<file path="src/rtl/jsync_pkg.sv">
package jsync_pkg;

    typedef enum logic [1:0] {
        ST_COMMA = 2'd0,
        ST_ILA   = 2'd1,
        ST_DATA  = 2'd2
    } seq_state_e;

    localparam logic [7:0] CH_COMMA    = 8'hBC;
    localparam logic [7:0] CH_ALT      = 8'h50;
    localparam logic [7:0] CH_MF_START = 8'h1C;
    localparam logic [7:0] CH_MF_END   = 8'h7C;
    localparam logic [7:0] CH_CFG_MARK = 8'h9C;

    localparam int ILA_MF = 4;
    localparam int MF_W   = $clog2(ILA_MF);

endpackage

</file>
<file path="src/rtl/jsync_lmfc.sv">
module jsync_lmfc #(
    parameter int OCT_W = 8,
    parameter int FRM_W = 5
) (
    input  logic             clk,
    input  logic             rst_n,
    input  logic [OCT_W-1:0] octets_m1,
    input  logic [FRM_W-1:0] frames_m1,
    input  logic             force_init,
    input  logic [FRM_W-1:0] init_frame,
    output logic [OCT_W-1:0] oct_idx,
    output logic [FRM_W-1:0] frm_idx,
    output logic             mf_edge
);

    typedef struct packed {
        logic [OCT_W-1:0] oct;
        logic [FRM_W-1:0] frm;
    } cnt_t;

    cnt_t cnt_d, cnt_q;

    always_comb begin
        cnt_d = cnt_q;
        if (!rst_n) begin
            cnt_d.oct = '0;
            cnt_d.frm = force_init ? init_frame : '0;
        end else if (cnt_q.oct == octets_m1) begin
            cnt_d.oct = '0;
            cnt_d.frm = (cnt_q.frm == frames_m1) ? '0 : cnt_q.frm + 1'b1;
        end else begin
            cnt_d.oct = cnt_q.oct + 1'b1;
        end
    end

    always_ff @(posedge clk) begin
        cnt_q <= cnt_d;
    end

    assign oct_idx = cnt_q.oct;
    assign frm_idx = cnt_q.frm;
    assign mf_edge = (cnt_q.oct == octets_m1) && (cnt_q.frm == frames_m1);

    AST_LMFC_IN_RANGE: assert property (@(posedge clk) disable iff (!rst_n)
        (oct_idx <= octets_m1) && (frm_idx <= frames_m1));
    AST_LMFC_WRAP: assert property (@(posedge clk) disable iff (!rst_n)
        mf_edge |=> (oct_idx == '0) && (frm_idx == '0));
    AST_LMFC_PRELOAD: assert property (@(posedge clk) disable iff (!rst_n)
        $rose(rst_n) |-> (oct_idx == '0) && (frm_idx == (force_init ? init_frame : '0)));

endmodule

</file>
<file path="src/rtl/jsync_octet_mux.sv">
module jsync_octet_mux
    import jsync_pkg::*;
#(
    parameter int OCT_W   = 8,
    parameter int FRM_W   = 5,
    parameter int LANE_ID = 0
) (
    input  seq_state_e       state,
    input  logic [MF_W-1:0]  ila_mf,
    input  logic             alt_phase,
    input  logic             idle_alt,
    input  logic [OCT_W-1:0] oct_idx,
    input  logic [FRM_W-1:0] frm_idx,
    input  logic [OCT_W-1:0] octets_m1,
    input  logic [FRM_W-1:0] frames_m1,
    input  logic [7:0]       user_octet,
    output logic [7:0]       octet,
    output logic             is_ctrl
);

    localparam int LIN_W = OCT_W + FRM_W + 1;

    logic [LIN_W-1:0] frame_len;
    logic [LIN_W-1:0] lin;
    logic             mf_last;
    logic [7:0]       cfg_sum;

    always_comb begin
        frame_len = LIN_W'(octets_m1) + LIN_W'(1);
        lin       = LIN_W'(frm_idx) * frame_len + LIN_W'(oct_idx);
        mf_last   = (oct_idx == octets_m1) && (frm_idx == frames_m1);
        cfg_sum   = 8'(LANE_ID) + 8'(octets_m1) + 8'(frames_m1);
    end

    always_comb begin
        octet   = user_octet;
        is_ctrl = 1'b0;
        case (state)
            ST_COMMA: begin
                if (idle_alt && alt_phase) begin
                    octet = CH_ALT;
                end else begin
                    octet   = CH_COMMA;
                    is_ctrl = 1'b1;
                end
            end
            ST_ILA: begin
                octet = lin[7:0];
                if (lin == '0) begin
                    octet   = CH_MF_START;
                    is_ctrl = 1'b1;
                end else if (mf_last) begin
                    octet   = CH_MF_END;
                    is_ctrl = 1'b1;
                end else if (ila_mf == MF_W'(1)) begin
                    if (lin == LIN_W'(1)) begin
                        octet   = CH_CFG_MARK;
                        is_ctrl = 1'b1;
                    end else if (lin == LIN_W'(2)) begin
                        octet = 8'(LANE_ID);
                    end else if (lin == LIN_W'(3)) begin
                        octet = 8'(octets_m1);
                    end else if (lin == LIN_W'(4)) begin
                        octet = 8'(frames_m1);
                    end else if (lin == LIN_W'(5)) begin
                        octet = cfg_sum;
                    end
                end
            end
            default: begin
                octet   = user_octet;
                is_ctrl = 1'b0;
            end
        endcase
    end

endmodule

</file>
<file path="src/rtl/jsync_seq.sv">
module jsync_seq
    import jsync_pkg::*;
#(
    parameter int OCT_W   = 8,
    parameter int FRM_W   = 5,
    parameter int DLY_W   = 2,
    parameter int LANE_ID = 0
) (
    input  logic             clk,
    input  logic             rst_n,
    input  logic             sync_n,
    input  logic [OCT_W-1:0] cfg_octets_m1,
    input  logic [FRM_W-1:0] cfg_frames_m1,
    input  logic [DLY_W-1:0] cfg_ila_delay,
    input  logic             cfg_ila_skip,
    input  logic             cfg_idle_alt,
    input  logic             cfg_lmfc_force,
    input  logic [FRM_W-1:0] cfg_lmfc_init,
    input  logic [7:0]       user_octet,
    output logic [7:0]       tx_octet,
    output logic             tx_is_ctrl,
    output logic             user_taken,
    output logic             lmfc_edge
);

    typedef struct packed {
        seq_state_e       state;
        logic [DLY_W-1:0] dly;
        logic [MF_W-1:0]  mf;
        logic             tog;
    } seq_t;

    seq_t s_d, s_q;

    logic [OCT_W-1:0] oct_idx;
    logic [FRM_W-1:0] frm_idx;
    logic             mf_edge;

    jsync_lmfc #(
        .OCT_W (OCT_W),
        .FRM_W (FRM_W)
    ) u_lmfc (
        .clk        (clk),
        .rst_n      (rst_n),
        .octets_m1  (cfg_octets_m1),
        .frames_m1  (cfg_frames_m1),
        .force_init (cfg_lmfc_force),
        .init_frame (cfg_lmfc_init),
        .oct_idx    (oct_idx),
        .frm_idx    (frm_idx),
        .mf_edge    (mf_edge)
    );

    always_comb begin
        s_d     = s_q;
        s_d.tog = (s_q.state == ST_COMMA) ? ~s_q.tog : 1'b0;
        if (!rst_n) begin
            s_d.state = ST_COMMA;
            s_d.dly   = cfg_ila_delay;
            s_d.mf    = '0;
            s_d.tog   = 1'b0;
        end else if (!sync_n) begin
            s_d.state = ST_COMMA;
            s_d.dly   = cfg_ila_delay;
            s_d.mf    = '0;
        end else begin
            case (s_q.state)
                ST_COMMA: begin
                    if (mf_edge) begin
                        if (s_q.dly == '0) begin
                            s_d.state = cfg_ila_skip ? ST_DATA : ST_ILA;
                            s_d.mf    = '0;
                        end else begin
                            s_d.dly = s_q.dly - 1'b1;
                        end
                    end
                end
                ST_ILA: begin
                    if (mf_edge) begin
                        if (s_q.mf == MF_W'(ILA_MF - 1)) begin
                            s_d.state = ST_DATA;
                        end else begin
                            s_d.mf = s_q.mf + 1'b1;
                        end
                    end
                end
                default: ;
            endcase
        end
    end

    always_ff @(posedge clk) begin
        s_q <= s_d;
    end

    jsync_octet_mux #(
        .OCT_W   (OCT_W),
        .FRM_W   (FRM_W),
        .LANE_ID (LANE_ID)
    ) u_mux (
        .state      (s_q.state),
        .ila_mf     (s_q.mf),
        .alt_phase  (s_q.tog),
        .idle_alt   (cfg_idle_alt),
        .oct_idx    (oct_idx),
        .frm_idx    (frm_idx),
        .octets_m1  (cfg_octets_m1),
        .frames_m1  (cfg_frames_m1),
        .user_octet (user_octet),
        .octet      (tx_octet),
        .is_ctrl    (tx_is_ctrl)
    );

    logic in_comma, in_ila, in_data;
    assign in_comma   = (s_q.state == ST_COMMA);
    assign in_ila     = (s_q.state == ST_ILA);
    assign in_data    = (s_q.state == ST_DATA);
    assign user_taken = in_data;
    assign lmfc_edge  = mf_edge;

    AST_COMMA_WHILE_REQ: assert property (@(posedge clk) disable iff (!rst_n)
        (!sync_n && !cfg_idle_alt) |=> (tx_is_ctrl && tx_octet == CH_COMMA));
    AST_ALT_PAIR: assert property (@(posedge clk) disable iff (!rst_n)
        (in_comma && cfg_idle_alt && !tx_is_ctrl) |=> (!in_comma || tx_octet == CH_COMMA));
    AST_ILA_ON_BOUNDARY: assert property (@(posedge clk) disable iff (!rst_n)
        $rose(in_ila) |-> $past(mf_edge));
    AST_ILA_OPENS: assert property (@(posedge clk) disable iff (!rst_n)
        $rose(in_ila) |-> (tx_is_ctrl && tx_octet == CH_MF_START));
    AST_DATA_ON_BOUNDARY: assert property (@(posedge clk) disable iff (!rst_n)
        $rose(in_data) |-> $past(mf_edge));
    AST_DROP_STOPS_DATA: assert property (@(posedge clk) disable iff (!rst_n)
        !sync_n |=> !user_taken);

endmodule

</file>
<file path="config.mk">
export PLATFORM = sky130hd
export DESIGN_NAME = jsync_seq
export DESIGN_NICKNAME = d
export VERILOG_FILES = /design/src/rtl/jsync_pkg.sv /design/src/rtl/jsync_lmfc.sv /design/src/rtl/jsync_octet_mux.sv /design/src/rtl/jsync_seq.sv
export SDC_FILE = /design/constraint.sdc
export NUM_CORES = 1
export LEC_CHECK = 0
export BUFFER_PORTS_ARGS = -buffer_cell sky130_fd_sc_hd__buf_2
export CAP_MARGIN = 20
export CORE_MARGIN = 2
export CORE_UTILIZATION = 60
export DETAILED_ROUTE_END_ITERATION = 12
export PLACE_DENSITY = 0.85
export SLEW_MARGIN = 20
export SYNTH_ARGS = -nofsm -noshare
export SYNTH_HDL_FRONTEND = slang
export SYNTH_SLANG_ARGS = --single-unit
</file>
<file path="constraint.sdc">
create_clock -name clk -period 12.78 [get_ports clk]
set_clock_uncertainty 0.05 [all_clocks]
set_input_delay 2.556 -clock clk [delete_from_list [all_inputs] [get_ports clk]]
set_output_delay 2.556 -clock clk [all_outputs]
set_load 0.03 [all_outputs]
</file>
==> metrics.txt, run 1 <==
post-synthesis cell area 3860 sq um; Synth Area per Inst 7.98 sq um; share of cells above drive strength 1 0.138; Num CTS Buffers 3; Antenna Cells 0; area leader, netlist fa_1; PortBufs 44; worst skew pair latency 0.26 ns; Hold Path Sink s_q[0]; Leak 1.89 nW; max_slew headroom 0.519; Post-Synth Adder-Cell Area 0.269; CTS Sinks 20; max cap viols 0; Final Max Slew Viols 0; die span in y 84.2 microns; Area growth syn-to-layout 6.52%; Setup Buffers After CTS 0; slowest cell on the critical path fa_1; first-pass GRT wire length 17.1 mm; Synth Area in Compound Gates 0.207; Synth Warn # 0; dpl ws 2.13 ns; post_cts resized 0; Post-DRT Antenna Nets 0; hpwl dp 8.08 mm; Iteration-0 DRC Markers 314; Post-synth EDFFs 7; area fraction of the dominant cell type after synthesis 0.156; final wirelength 9.93 mm; Synth Net Count 581; slowest stage delay, CP 0.55 ns; Die W 84.2 microns; worst vdd ir 83.4 uV; worst-path fanout max 11; hold-critical path depth 1; top flip-flop cell by instance count after synthesis dfxtp_1; pwr dens 109 nW/um^2; period utilization 0.836; CTS Hold Bufs 0; Row Count 29; largest family of logic cells by synthesized area adder cells; Slew @ Worst Pin 0.715 ns; Cell variety after synth 70; Critical Path AT 8.08 ns; mux contribution to synthesized area 0.0104; critical path type primary input to output port; hold path startpoint s_q[0]; Hold/Removal Path Class flip-flop to flip-flop; Wirelength per Cell 17.0 microns; #FFs+latches synth 20; crit end category output port; total I/O pin count 45; asr flop ratio synth 0; Initial Util 0.614; Final setup viols 0; minimum clock period 10.68 ns; vias in the first global route 3648; Total GRT Usage 0.291; clk root buf clkbuf_8; Worst-path clk slew 0.07 ns; Vias 3619; drt drc 0; status finished, final reports clean; initial antenna violation count 0; fin nets 607; CTS tree built; RSZ-0062 raised after global routing false; largest net degree at the start of global routing 20; reg2reg setup slack 10.26 ns; total negative slack 0 ns; worst reg2reg endpoint s_q[2]; Overflow after GRT 0; Final Hold Viols 0; depth of the CTS H-tree 1; largest cells by area after synthesis fa_1 (16%), ha_1 (11%), dfxtp_1 (6.7%), edfxtp_1 (5.5%), nand2_1 (5.3%); Power Total 0.447 mW; Core Region 6280 sq um; vias per cell 6.19; die area 7080 sq um; Post-Synth Simple-Gate Area 0.232; sequential area share after synthesis 0.122; type of origin of the critical path primary input; r2r startpoint u_lmfc.oct_idx[1]; clk buf depth 2; fmax 93.6 MHz; cell count after synthesis 483; Placed Cells incl. Taps 581; Synth Area in XOR/XNOR 0.0795; fin cells 585; routability cong. 0.984; drt pass-1 iters 4; Setup WS post-layout 2.10 ns; R2R depth 8; critical-path cell list buf_2 -> ha_1 -> inv_1 -> or3_1 -> xnor2_1 -> nand2_1 -> fa_1 -> fa_1 -> fa_1 -> inv_1 -> ha_1 -> inv_1 -> o21ai_0 -> o311ai_0 -> nor4b_2 -> nand3_2 -> nor3_4 -> a31oi_1 -> o41ai_2 -> buf_2; Worst EP required 10.17 ns
[placed cells by master, fill, tap and decap left out, types with 6 or more instances in the layout]
cell	n
nor3_1	8
inv_1	51
nor2b_1	11
xor2_1	19
nor2_1	29
a21oi_1	24
buf_2	44
nand3_1	16
xnor2_1	16
nand2_1	54
fa_1	30
or3_1	6
o21ai_0	22
dfxtp_1	13
and3_1	6
ha_1	34
o22ai_1	7
edfxtp_1	7
and2_1	19
[Yosys cell counts (all sizes together), types with 4 or more instances]
| master | number |
|---|---|
| o21ai | 23 |
| nor4 | 6 |
| xnor2 | 16 |
| o22ai | 7 |
| clkbuf | 12 |
| nand3 | 18 |
| a21o | 5 |
| a31o | 4 |
| nand2 | 54 |
| or3 | 6 |
| a211oi | 5 |
| nor2b | 11 |
| nor2 | 30 |
| a41oi | 4 |
| mux2i | 4 |
| xor2 | 19 |
| nand2b | 4 |
| a21oi | 25 |
| and2 | 20 |
| a31oi | 5 |
| buf | 11 |
| fa | 30 |
| and3 | 6 |
| nor3 | 9 |
| inv | 51 |
| dfxtp | 13 |
| ha | 34 |
| edfxtp | 7 |
[layout make-up]
cell class              count  area [sq um]
multi-input cells         389          3070
clock buffers               4          55.1
flip-flops and latches     20           470
inverters                  51           191
repair buffers             44           220
well taps                  77          96.3
fillers                   568          2170
[flip-flops by register name, summed over array words and instances, names as in the netlist]
name            count
u_lmfc.oct_idx      8
s_q                 7
u_lmfc.frm_idx      5
[critical path: cells and delay by family]
kind	cells	cell delay [ns]
buffers and inverters	5	0.68
AO/OA/AOI/OAI	4	0.83
adder cells (fa/ha/maj)	5	2.23
AND/OR/NAND/NOR	5	1.43
XOR/XNOR	1	0.35
[cells by family after synthesis]
family	after synthesis
buf+inv	74
flops	20
compound gates	112
simple gates	173
xor+xnor	35
mux	4
fa+ha+maj	65
[worst max path at each step]
stage	start	end	slack (ns)	depth (start not counted)
2_1_floorplan	cfg_octets_m1[2]	tx_octet[0]	2.49	21
3_3_place_gp	cfg_octets_m1[1]	tx_octet[6]	2.33	21
3_5_place_dp	cfg_octets_m1[0]	tx_octet[6]	2.13	20
4_1_cts	cfg_octets_m1[0]	tx_octet[6]	2.13	20
5_1_grt	cfg_octets_m1[0]	tx_octet[6]	1.71	20
6_report	cfg_octets_m1[0]	tx_octet[6]	2.10	20
[report_power, final]
part | internal [mW] | switching, mW
clock | 0.0274 | 0.0199
combinational | 0.123 | 0.200
sequential | 0.0698 | 0.00777
[layer usage]
| layer | share of wire | global-route usage |
|---|---|---|
| met1 | 0.44 | 0.411 |
| met2 | 0.47 | 0.473 |
| met3 | 0.064 | 0.0246 |
| met4 | 0.019 | 0.0982 |
| met5 | 0 | 0 |
[metrics by stage]
stage / utilization / area [sq um] / hold WS, ns
6_report: 0.654 / 4110 / 0.414
5_1_grt: 0.654 / 4110 / 0.443
4_1_cts: 0.654 / 4110 / 0.413
3_5_place_dp: 0.646 / 4050 / 0.403
2_1_floorplan: - / 3860 / 0.371
3_3_place_gp: 0.646 / 4050 / 0.392
(Power assumes the default switching activity.)
==> inputs of run 2 (changes only) <==
Clock period 12.78 ns to 10.3 ns, I/O delays scaled along.
==> run 2 against run 1 <==
  * Sequential power increased by 24%
  * Die area is the same
  * Setup slack got worse by 1.5 ns
  * Count of clock-buffer cells in the layout did not move
  * Global-route usage fell by 0.23 points
  * Wire length rose by 1.4%
  * Final cell count unchanged
  * Critical path depth increased by 1
  * Register-to-register slack lost 2.5 ns
  * Flip-flop and latch count did not move
  * Critical path type unchanged
  * Critical endpoint unchanged
==> metrics.txt, run 2 (synthesis results as in run 1) <==
Top Registers u_lmfc.oct_idx (8), s_q (7), u_lmfc.frm_idx (5); Vias 3624; worst vdd ir 115 uV; critical path depth 21; Leak 1.89 nW; Post-DRT Antenna Nets 0; post_cts resized 0; Die W 84.2 microns; fmax 103 MHz; Initial Util 0.614; slowest cell on the critical path fa_1; vias in the first global route 3637; critical path type primary input to output port; Iteration-0 DRC Markers 283; total I/O pin count 45; critical-path cell list buf_2 -> ha_1 -> inv_1 -> or3_1 -> xnor2_1 -> and2_1 -> fa_1 -> inv_1 -> fa_1 -> inv_1 -> fa_1 -> ha_1 -> a211oi_1 -> o2bb2ai_2 -> mux2i_1 -> nor4_2 -> nand3_2 -> nor3_4 -> a31oi_1 -> o41ai_2 -> buf_2; worst-path fanout max 11; Core Region 6280 sq um; routability cong. 0.984; status finished, final reports clean; Final Core Density 0.654; P_int 0.273 mW; commonest non-fill, non-tap cell in the layout nand2_1; slowest stage delay, CP 0.41 ns; Wirelength per Cell 17.2 microns; Area growth syn-to-layout 6.52%; clk buf depth 2; Overflow after GRT 0; die span in y 84.2 microns; type of origin of the critical path primary input; Comb pwr share 0.721; Antenna Cells 0; Slew @ Worst Pin 0.743 ns; max_slew headroom 0.500; Num CTS Buffers 3; most frequent cells in the layout nand2_1 (54), inv_1 (51), buf_2 (44), ha_1 (34), fa_1 (30); R2R depth 8; Clk pwr share 0.106; Worst-path clk slew 0.07 ns; Most flops, register u_lmfc.oct_idx; die area 7080 sq um; final wirelength 10.1 mm; max cap viols 0; Setup Buffers After CTS 0; share of cells above drive strength 1 0.138; Worst EP required 8.19 ns; CTS tree built; Total GRT Usage 0.289; Psw 0.283 mW; clk root buf clkbuf_8; drt drc 0; CTS Sinks 20; minimum clock period 9.71 ns; depth of the CTS H-tree 1; total negative slack 0 ns; fin nets 607; initial antenna violation count 0; delay-heaviest family, CP adder cells; max reg flops 8; crit end category output port; RSZ-0062 raised after global routing false; period utilization 0.943; pwr dens 135 nW/um^2; PortBufs 44; largest net degree at the start of global routing 20; CTS Hold Bufs 0; hold-critical path depth 1; drt pass-1 iters 5; hpwl dp 8.09 mm; Final Max Slew Viols 0; Final Hold Viols 0; vias per cell 6.19; Row Count 29; Flop pwr share 0.173; Sw Share 0.509; first-pass GRT wire length 16.9 mm; worst skew pair latency 0.26 ns; Buffers & Inverters on Critical Path 5; Hold/Removal Path Class flip-flop to flip-flop; Final setup viols 0; Critical Path AT 7.60 ns
run 2: worst paths after layout:
| kind | from | endpoint | slack, ns |
|---|---|---|---|
| max | cfg_octets_m1[0] | tx_octet[6] | 0.59 |
| max reg2reg | u_lmfc.oct_idx[1] | s_q[2] | 7.76 |
| min reg2reg | s_q[0] | s_q[0] | 0.41 |
| min | s_q[0] | s_q[0] | 0.41 |
run 2: power by group through the flow:
| stage | combinational [mW] | clock (mW) | sequential [mW] |
|---|---|---|---|
| after floorplan | 0.318 | 0 | 0.0916 |
| after global placement | 0.382 | 0 | 0.0975 |
| after detailed placement | 0.389 | 0 | 0.0978 |
| after CTS | 0.392 | 0.0613 | 0.0960 |
| after global routing | 0.447 | 0.0635 | 0.0971 |
| final | 0.401 | 0.0590 | 0.0965 |
run 2: stage by stage:
step / instance area [sq um] / worst slack, ns / total power [mW] / std cells / hold slack (ns)
final: 4110 / 0.588 / 0.556 / 585 / 0.411
after global routing: 4110 / 0.220 / 0.608 / 585 / 0.444
after CTS: 4110 / 0.646 / 0.549 / 585 / 0.410
after detailed placement: 4050 / 0.657 / 0.487 / 581 / 0.399
after global placement: 4050 / 0.838 / 0.479 / 581 / 0.392
after floorplan: 3860 / 1.00 / 0.409 / 483 / 0.371
run 2: layout make-up:
type	count	area (sq um)
sequential	20	470
multi-input combinational	389	3070
tap	77	96.3
inverter	51	191
clock buffer	4	55.1
fill	542	2170
timing repair buffer	44	220
run 2: layer usage:
layer,part of all wire,vias to the layer above,global-route usage
li1,-,1734,-
met2,0.47,135,0.474
met5,0,-,0
met3,0.061,21,0.0265
met4,0.019,0,0.101
met1,0.45,1734,0.400
